===== src/rtl/rxf_pkg.sv =====
package rxf_pkg;
    typedef enum logic [1:0] {
        FILL_EMPTY  = 2'd0,
        FILL_SINGLE = 2'd1,
        FILL_PAIR   = 2'd2,
        FILL_FULL   = 2'd3
    } fill_e;
endpackage


===== src/rtl/rxf_store.sv =====
module rxf_store #(
    parameter int DEPTH   = 4,
    parameter int FRAME_W = 8,
    localparam int PTR_W  = $clog2(DEPTH)
) (
    input  logic               clk,
    input  logic               rst_n,
    input  logic               push,
    input  logic [FRAME_W-1:0] push_data,
    input  logic [1:0]         pop_cnt,
    output logic [FRAME_W-1:0] head0,
    output logic [FRAME_W-1:0] head1
);
    logic [PTR_W-1:0]   wr_ptr_q;
    logic [PTR_W-1:0]   rd_ptr_q;
    logic [PTR_W-1:0]   rd_ptr_nx;
    logic [FRAME_W-1:0] slot_q [DEPTH];

    // one register per entry, each with its own write enable
    for (genvar gi = 0; gi < DEPTH; gi++) begin : g_slot
        always_ff @(posedge clk) begin
            if (!rst_n) begin
                slot_q[gi] <= '0;
            end else if (push && (wr_ptr_q == PTR_W'(gi))) begin
                slot_q[gi] <= push_data;
            end
        end
    end

    assign rd_ptr_nx = rd_ptr_q + PTR_W'(1);

    always_ff @(posedge clk) begin
        if (!rst_n) begin
            wr_ptr_q <= '0;
            rd_ptr_q <= '0;
        end else begin
            if (push) begin
                wr_ptr_q <= wr_ptr_q + PTR_W'(1);
            end
            rd_ptr_q <= rd_ptr_q + PTR_W'(pop_cnt);
        end
    end

    assign head0 = slot_q[rd_ptr_q];
    assign head1 = slot_q[rd_ptr_nx];
endmodule


===== src/rtl/rxf_fill_fsm.sv =====
module rxf_fill_fsm
    import rxf_pkg::*;
#(
    parameter int DEPTH  = 4,
    localparam int LVL_W = $clog2(DEPTH + 1)
) (
    input  logic             clk,
    input  logic             rst_n,
    input  logic             push,
    input  logic [1:0]       pop_cnt,
    input  logic             thresh16,
    output logic [LVL_W-1:0] level,
    output logic             rxne
);
    logic [LVL_W-1:0] level_q;
    logic [LVL_W-1:0] level_d;
    fill_e            state_q;
    fill_e            state_d;

    assign level_d = level_q + LVL_W'(push) - LVL_W'(pop_cnt);

    // next fill class from the next level (GO_EMPTY / GO_SINGLE / GO_PAIR / GO_FULL / HOLD)
    always_comb begin
        if (level_d == '0) begin
            state_d = FILL_EMPTY;
        end else if (level_d == LVL_W'(1)) begin
            state_d = FILL_SINGLE;
        end else if (level_d == LVL_W'(DEPTH)) begin
            state_d = FILL_FULL;
        end else begin
            state_d = FILL_PAIR;
        end
    end

    // state register
    always_ff @(posedge clk) begin
        if (!rst_n) begin
            state_q <= FILL_EMPTY;
            level_q <= '0;
        end else begin
            state_q <= state_d;
            level_q <= level_d;
        end
    end

    // outputs from the current state
    always_comb begin
        unique case (state_q)
            FILL_EMPTY:  rxne = 1'b0;
            FILL_SINGLE: rxne = !thresh16;
            FILL_PAIR:   rxne = 1'b1;
            FILL_FULL:   rxne = 1'b1;
        endcase
    end

    assign level = level_q;
endmodule


===== src/rtl/spi_rx_pack_fifo.sv =====
module spi_rx_pack_fifo #(
    parameter int DEPTH   = 4,
    parameter int FRAME_W = 8,
    localparam int LVL_W  = $clog2(DEPTH + 1)
) (
    input  logic                 clk,
    input  logic                 rst_n,
    input  logic                 wr_valid,
    input  logic [FRAME_W-1:0]   wr_data,
    input  logic                 rd_en,
    input  logic                 rd_half,
    input  logic                 thresh16,
    input  logic                 ovr_clr,
    output logic [2*FRAME_W-1:0] rd_data,
    output logic                 rxne,
    output logic                 ovr,
    output logic [LVL_W-1:0]     level
);
    logic [1:0]         pop_cnt;
    logic               has_one;
    logic               has_two;
    logic               room;
    logic               push;
    logic               drop;
    logic               ovr_q;
    logic [FRAME_W-1:0] head0;
    logic [FRAME_W-1:0] head1;
    logic [LVL_W-1:0]   level_w;

    assign has_one = (level_w != '0);
    assign has_two = (level_w >= LVL_W'(2));

    // entries removed this cycle: never more than are stored
    always_comb begin
        pop_cnt = 2'd0;
        if (rd_en) begin
            if (rd_half && has_two) begin
                pop_cnt = 2'd2;
            end else if (has_one) begin
                pop_cnt = 2'd1;
            end
        end
    end

    assign room = (level_w - LVL_W'(pop_cnt)) < LVL_W'(DEPTH);
    assign push = wr_valid && room;
    assign drop = wr_valid && !room;

    always_ff @(posedge clk) begin
        if (!rst_n) begin
            ovr_q <= 1'b0;
        end else if (drop) begin
            ovr_q <= 1'b1;
        end else if (ovr_clr) begin
            ovr_q <= 1'b0;
        end
    end

    rxf_store #(
        .DEPTH   (DEPTH),
        .FRAME_W (FRAME_W)
    ) u_store (
        .clk       (clk),
        .rst_n     (rst_n),
        .push      (push),
        .push_data (wr_data),
        .pop_cnt   (pop_cnt),
        .head0     (head0),
        .head1     (head1)
    );

    rxf_fill_fsm #(
        .DEPTH (DEPTH)
    ) u_fill (
        .clk      (clk),
        .rst_n    (rst_n),
        .push     (push),
        .pop_cnt  (pop_cnt),
        .thresh16 (thresh16),
        .level    (level_w),
        .rxne     (rxne)
    );

    assign rd_data[FRAME_W-1:0]         = has_one ? head0 : '0;
    assign rd_data[2*FRAME_W-1:FRAME_W] = (rd_half && has_two) ? head1 : '0;
    assign ovr   = ovr_q;
    assign level = level_w;
endmodule


===== config.mk =====
export PLATFORM = sky130hd
export DESIGN_NAME = spi_rx_pack_fifo
export DESIGN_NICKNAME = d
export VERILOG_FILES = /design/src/rtl/rxf_pkg.sv /design/src/rtl/rxf_store.sv /design/src/rtl/rxf_fill_fsm.sv /design/src/rtl/spi_rx_pack_fifo.sv
export SDC_FILE = /design/constraint.sdc
export NUM_CORES = 1
export LEC_CHECK = 0
export BUFFER_PORTS_ARGS = -buffer_cell sky130_fd_sc_hd__buf_4
export CORE_MARGIN = 10
export CORE_UTILIZATION = 55
export DETAILED_ROUTE_END_ITERATION = 6
export PLACE_DENSITY = 0.88
export SYNTH_ARGS = -nofsm -noshare
export SYNTH_HDL_FRONTEND = slang
export SYNTH_SLANG_ARGS = --single-unit
export TNS_END_PERCENT = 5

===== constraint.sdc =====
create_clock -name clk -period 7.7 [get_ports clk]
set_input_delay 0.385 -clock clk [delete_from_list [all_inputs] [get_ports clk]]
set_output_delay 0.385 -clock clk [all_outputs]
set_load 0.03 [all_outputs]

======== Word level (Yosys, flattened, before mapping) ========
Memories as Yosys holds them, arrays and structs flattened. A register that Yosys moved wholly into a read port is not among the register bits.
Index checks and enable logic that the tools add are counted.
W data, S select, Z words.
storage, ports and cells
  logic and storage cells ................. 73
  flip-flop bits (word level) ............. 10
  bits of input ports ..................... 15
  output and inout port bits .............. 21
  memory bits (writable) .................. 32
  memories ................................ 1
memories
  memory          words  width  rd ports  clocked after Yosys merged registers in  wr ports  RTL line         source
  u_store.slot_q  4      8      2         1                                        4         rxf_store.sv:17  logic [FRAME_W-1:0] slot_q [DEPTH];
cells by class
  equality and inequality tests ........... 8
  bitwise gates (word level) .............. 5
  muxes and demuxes ....................... 28
  order comparisons ....................... 2
  add/sub/neg operators ................... 6
  reduce and logical (&&, ||, !) cells .... 17
operator list
  operator               count
  $mux W8                6
  $mux W1                18
  $eq A2 B2 Y1 const B   4
  $logic_and A1 B1 Y1    7
  $mux W2                3
  $sub A3 B2 Y3          2
  $add A2 B1 Y2 const B  2
  $eq A2 B1 Y1 const B   2
  $logic_not A2 Y1       2
  $or A1 B1 Y1           4
  $reduce_or A2 Y1       2
  $add A3 B1 Y3          1
  $eq A3 B1 Y1 const B   1
  $eq A3 B3 Y1 const B   1
  $ge A3 B2 Y1 const B   1
  $logic_not A3 Y1       1
  $lt A3 B3 Y1 const B   1
  $pmux W1 S3            1
  $reduce_bool A3 Y1     1
  $reduce_or A3 Y1       1
  $add A2 B2 Y2          1
  $logic_not A1 Y1       2
  $reduce_bool A2 Y1     1
  $not A1 Y1             1

======== Longest topological paths before layout ========
  depth after elaboration ................. 12
  gate-level depth with buffers ........... 14
  depth with buffers taken out ............ 12

======== By module ========
From an unflattened synthesis, not the netlist that was laid out.
unflattened totals
  cells, all modules ...................... 171
  area total of the unflattened synthesis .. 2373.5 µm²
modules (own cells, without submodules)
  module            area an instance (µm²)  instances  sequential area each (µm²)  cells an instance
  rxf_store         1878.1                  1          1041.0                      116
  rxf_fill_fsm      255.2                   1          100.1                       23
  spi_rx_pack_fifo  240.2                   1          20.0                        32

======== Worst setup path before layout ========
Ideal clock, no wire load.
  kind .................................... reg-to-reg
  start point ............................. register u_fill.level_q[1], in the netlist u_fill.level[1]
  end point ............................... register u_fill.state_q[1]
  setup slack ............................. 3.954 ns
  data arrival time ....................... 3.623 ns
  stages on the path, launching flop included .. 15
  required time ........................... 7.577 ns
  buffers on the path ..................... 2
  library setup time ...................... 0.123 ns
  period minus slack after synthesis ...... 3.746 ns
  cell sequence ........................... dfxtp_1 nor3_1 and3b_1 ha_1 fa_1 xnor2_2 and2_4 buf_6 buf_6 ha_1 inv_1 fa_1 xnor3_1 nor2b_1 or2_2
on the way
  longest elaborated chain between the ends .. 11
  elaborated cells on any way between the ends .. 14
  classes of those cells .................. add/sub: 3; order compare: 2; eq/ne: 1; mux: 3; reduce/logical: 5
RTL lines
  what                                                RTL line                                        source
  start: declaration                                  rxf_fill_fsm.sv:15                              logic [LVL_W-1:0] level_q;
  start signal: assignment                            rxf_fill_fsm.sv:42                              level_q <= level_d;
  $ge A3 B2 Y1 or $reduce_bool A3 Y1 (tied branches)  spi_rx_pack_fifo.sv:31, spi_rx_pack_fifo.sv:30
  $logic_and A1 B1 Y1 or $mux W1 (tied branches)      spi_rx_pack_fifo.sv:37, spi_rx_pack_fifo.sv:39
  $mux W2                                             spi_rx_pack_fifo.sv:37                          if (rd_half && has_two) begin
  $mux W2                                             spi_rx_pack_fifo.sv:36                          if (rd_en) begin
  $sub A3 B2 Y3 (*)                                   spi_rx_pack_fifo.sv:45                          assign room = (level_w - LVL_W'(pop_cnt)) < LVL_W'(DEPTH);
  $lt A3 B3 Y1 (*)                                    spi_rx_pack_fifo.sv:45
  $logic_and A1 B1 Y1 (*)                             spi_rx_pack_fifo.sv:46                          assign push = wr_valid && room;
  net push                                            spi_rx_pack_fifo.sv:23                          logic push;
  $add A3 B1 Y3 (*)                                   rxf_fill_fsm.sv:20                              assign level_d = level_q + LVL_W'(push) - LVL_W'(pop_cnt);
  $sub A3 B2 Y3 (*)                                   rxf_fill_fsm.sv:20
  $eq A3 B1 Y1 or $logic_not A3 Y1 (tied branches)    rxf_fill_fsm.sv:26, rxf_fill_fsm.sv:24
  $reduce_or A3 Y1 (no source line) (*)               n/a
  end signal: assignment                              rxf_fill_fsm.sv:41                              state_q <= state_d;
  end: declaration                                    rxf_fill_fsm.sv:17                              fill_e state_q;
The timed path passes the listed nets; every way through them passes the cells marked *.
A chain may end at the register's enable or synchronous reset.

======== Final worst setup path ========
  start point ............................. register u_fill.level_q[1], in the netlist u_fill.level[1]
  end point ............................... register u_fill.state_q[1]
on the way
  longest elaborated chain between the ends .. 11
  elaborated cells on any way between the ends .. 14
  classes of those cells .................. add/sub: 3; order compare: 2; eq/ne: 1; mux: 3; reduce/logical: 5
RTL lines
  what                                                RTL line
  $ge A3 B2 Y1 or $reduce_bool A3 Y1 (tied branches)  spi_rx_pack_fifo.sv:31, spi_rx_pack_fifo.sv:30
  $logic_and A1 B1 Y1 or $mux W1 (tied branches)      spi_rx_pack_fifo.sv:37, spi_rx_pack_fifo.sv:39
  $mux W2                                             spi_rx_pack_fifo.sv:37
  $mux W2                                             spi_rx_pack_fifo.sv:36
  $sub A3 B2 Y3                                       spi_rx_pack_fifo.sv:45
  $lt A3 B3 Y1                                        spi_rx_pack_fifo.sv:45
  $logic_and A1 B1 Y1                                 spi_rx_pack_fifo.sv:46
  $add A3 B1 Y3                                       rxf_fill_fsm.sv:20
  $sub A3 B2 Y3 (*)                                   rxf_fill_fsm.sv:20
  $eq A3 B1 Y1 or $logic_not A3 Y1 (tied branches)    rxf_fill_fsm.sv:26, rxf_fill_fsm.sv:24
  $reduce_or A3 Y1 (no source line) (*)               n/a
Mark *: on every way between the ends. The rest lies on a longest branch, timed or not.

==> impl_metrics.csv <==
group,metric,value,unit
detailed_routing,viasPerCell,5.75,
critical_path,worstSetupPathType,"flop to flop",
yosys,synth_largest_area_cell,"edfxtp_1",
detailed_routing,wl,4790,microns
yosys,synthFlopType,"edfxtp_1",
yosys,synth_fa_ha_area_share,6.00,%
yosys,avgSynthCellArea,13.4,sq um
finish,layout-drive-gt1-share,29.3,%
cts,root_buffer,"clkbuf_8",
finish,insertedDiodeCount,0,
placed_design,port_buffers,35,
yosys,ys_types,30,
grt,overflow,0,
placed_design,dp_slack,3.55,ns
yosys,synth_compound_area_share,1.34,%
floorplanning,die_h,85.2,microns
cts,clock_latency,0.30,ns
floorplanning,io_pins,36,
detailed_routing,drtIter0Drc,137,
critical_path,cp_data_required_time,7.90,ns
grt,grt_usage,13.1,%
timing,rsz0062_at_grt,"false",
yosys,syn-num-nets,200,
grt,grt_pass1_vias,1516,
yosys,synthArstFlopShare,0,%
detailed_routing,via_count,1484,
detailed_routing,wl_per_cell,18.6,microns
timing,final.setup.tns,0,ns
detailed_routing,drc,0,
timing,drv_slew,0,
yosys,synth_top_family_by_area,"simple AND/OR/NAND/NOR gates",
cts,postCtsHoldBufs,0,
grt,grt_pass1_wl,7520,microns
run,maxCapViolCount,0,
floorplanning,dieArea,0.00726,sq mm
finish,syn_to_final_growth,16.3,%
critical_path,cp_data_arrival_time,4.38,ns
finish,final_nets,232,
yosys,ys_ff_latch,42,
critical_path,critPathCaptureType,"flop",
floorplanning,core_area,0.00406,sq mm
cts,cts_setup_buffers,0,
timing,finalHoldViolCount,0,
yosys,yosys.area_share.simple,19.3,%
timing,period_needed,4.18,ns
cts,cts_resized,0,
placed_design,gp_congestion,0.800,
yosys,synth_top_area_share,41.1,%
detailed_routing,firstDrtPassIters,4,
timing,min_period_over_period,54.3,%
power_and_ir_drop,leakagePower,1.21,nW
critical_path,path_max_fanout,35,
yosys,yosysMostFrequentCell,"and3_1",
detailed_routing,ant_nets,0,
timing,skew,0.00385,ns
grt,grt_start_max_net_pins,36,
yosys,synth-warning-count,0,
grt,grt_antenna_before_repair,0,
floorplanning,die_w,85.2,microns
cts,cts_buffers,5,
cts,numClockSinks,42,
yosys,synth_mux_area_share,15.8,%
yosys,synth_common_cells,"33 x and3_1, 32 x edfxtp_1, 18 x nor2b_1, 16 x mux4_2, 11 x inv_1",
yosys,synth_edf_count,32,
yosys,synth_area_leaders,"edfxtp_1 41%, mux4_2 15%, and3_1 8.8%",
floorplanning,start_util,57.6,%
timing,worstMarginPinSlew,1.07,ns
cts,htree_levels,2,
yosys,yosys.area_share.xor_xnor,2.78,%
placed_design,hpwl,3430,microns
timing,setup_ws,3.52,ns
yosys,ys_seq_area_share,49.7,%
power_and_ir_drop,max-vdd-ir-drop,0.247,mV
yosys,synthCells,175,
hold_path,hold_path.class,"input pin to flop",
yosys,synthesis.area,0.00234,sq mm
cts,clockBufferDepth,2,
run_status,status,"finished, final reports clean",
cts,cts_tree,"yes",
timing,fmaxAchievable,239,MHz
power_and_ir_drop,p_per_area,358,mW/mm^2
critical_path,crit_path_start_kind,"flop",
timing,finalSetupViolCount,0,
timing,slew_headroom,27.8,%
cts,clkTransAtPathRegs,0.08,ns
floorplanning,rows,23,
## cell families after synthesis
logic type                 Yosys count
AOI/OAI and AO/OA                    5
adders and majority gates           10
muxes                               17
DFF                                 42
buffers and inverters               21
xor gates and xnor gates             5
and+or+nand+nor                     75
## worst paths after layout
| kind | startpoint | end | slack, ns | cells after the start |
|---|---|---|---|---|
| max | u_fill.level[1] | u_fill.state_q[1] | 3.52 | 12 |
| min | wr_valid | u_store.wr_ptr_q[0] | 0.39 | 3 |
| min reg2reg | u_store.wr_ptr_q[1] | u_store.wr_ptr_q[1] | 0.50 | 2 |
| max reg2reg | u_fill.level[1] | u_fill.state_q[1] | 3.52 | 12 |
## where the power goes
part	leakage (nW)	internal [W]	switching, W
combinational	0.729	0.000202	0.000221
clock	0.0658	0.000128	0.0000756
sequential	0.417	0.000294	0.0000519
## per-layer routing
layer / vias up / part of all wire, % / GRT usage [%]
li1: 707 / - / -
met1: 720 / 37 / 14.0
met2: 48 / 53 / 23.3
met3: 9 / 8.0 / 4.30
met4: 0 / 1.8 / 4.94
met5: - / 0 / 0
## through the flow
stage                     power, W  std cells  instance area [sq um]  utilization, %  hold WS, ns
final                     0.000973        258                   2720            67.0        0.391
after global routing       0.00103        258                   2720            67.0        0.403
after CTS                 0.000981        258                   2720            67.0        0.388
after detailed placement  0.000777        250                   2580            63.7        0.491
after global placement    0.000762        250                   2580            63.7        0.489
after floorplan           0.000673        175                   2340               -        0.462
## cell type report
class / count / area (sq um)
clock buffer: 5 / 68.8
multi-input combinational: 112 / 1060
sequential: 42 / 1160
inverter: 11 / 41.3
fill: 295 / 1340
timing repair buffer: 35 / 263
clock inverter: 3 / 63.8
tap: 50 / 62.6
## flip-flops by register name, indices dropped and copies added, names as in the netlist
name	flops
u_store.slot_q	32
u_fill.level	3
u_fill.state_q	2
u_store.rd_ptr_q	2
u_store.wr_ptr_q	2
ovr	1
## critical path, stage by stage (launching register included)
cell     delay, ns
dfxtp_1       0.37
nor3_1        0.88
and3b_1       0.30
ha_1          0.23
fa_1          0.42
xnor2_2       0.31
and2_4        0.38
ha_1          0.19
inv_1         0.05
fa_1          0.36
xnor3_1       0.25
nor2b_1       0.07
or2_2         0.26
## placed cells by master (no fill, tap or decap), drive strengths merged
cell type	n
nor3	1
o22ai	1
clkbuf	5
mux2i	1
o21ai	2
mux4	16
nand3	4
dfxtp	10
clkinv	1
fa	2
and3	33
inv	11
xnor3	1
and2	9
ha	8
and3b	1
bufinv	2
edfxtp	32
nand2	7
a21o	1
xnor2	3
or2	1
nand4	1
nor2b	18
xor2	1
o211ai	1
buf	35
No activity file was read; power rests on OpenSTA's default activity.
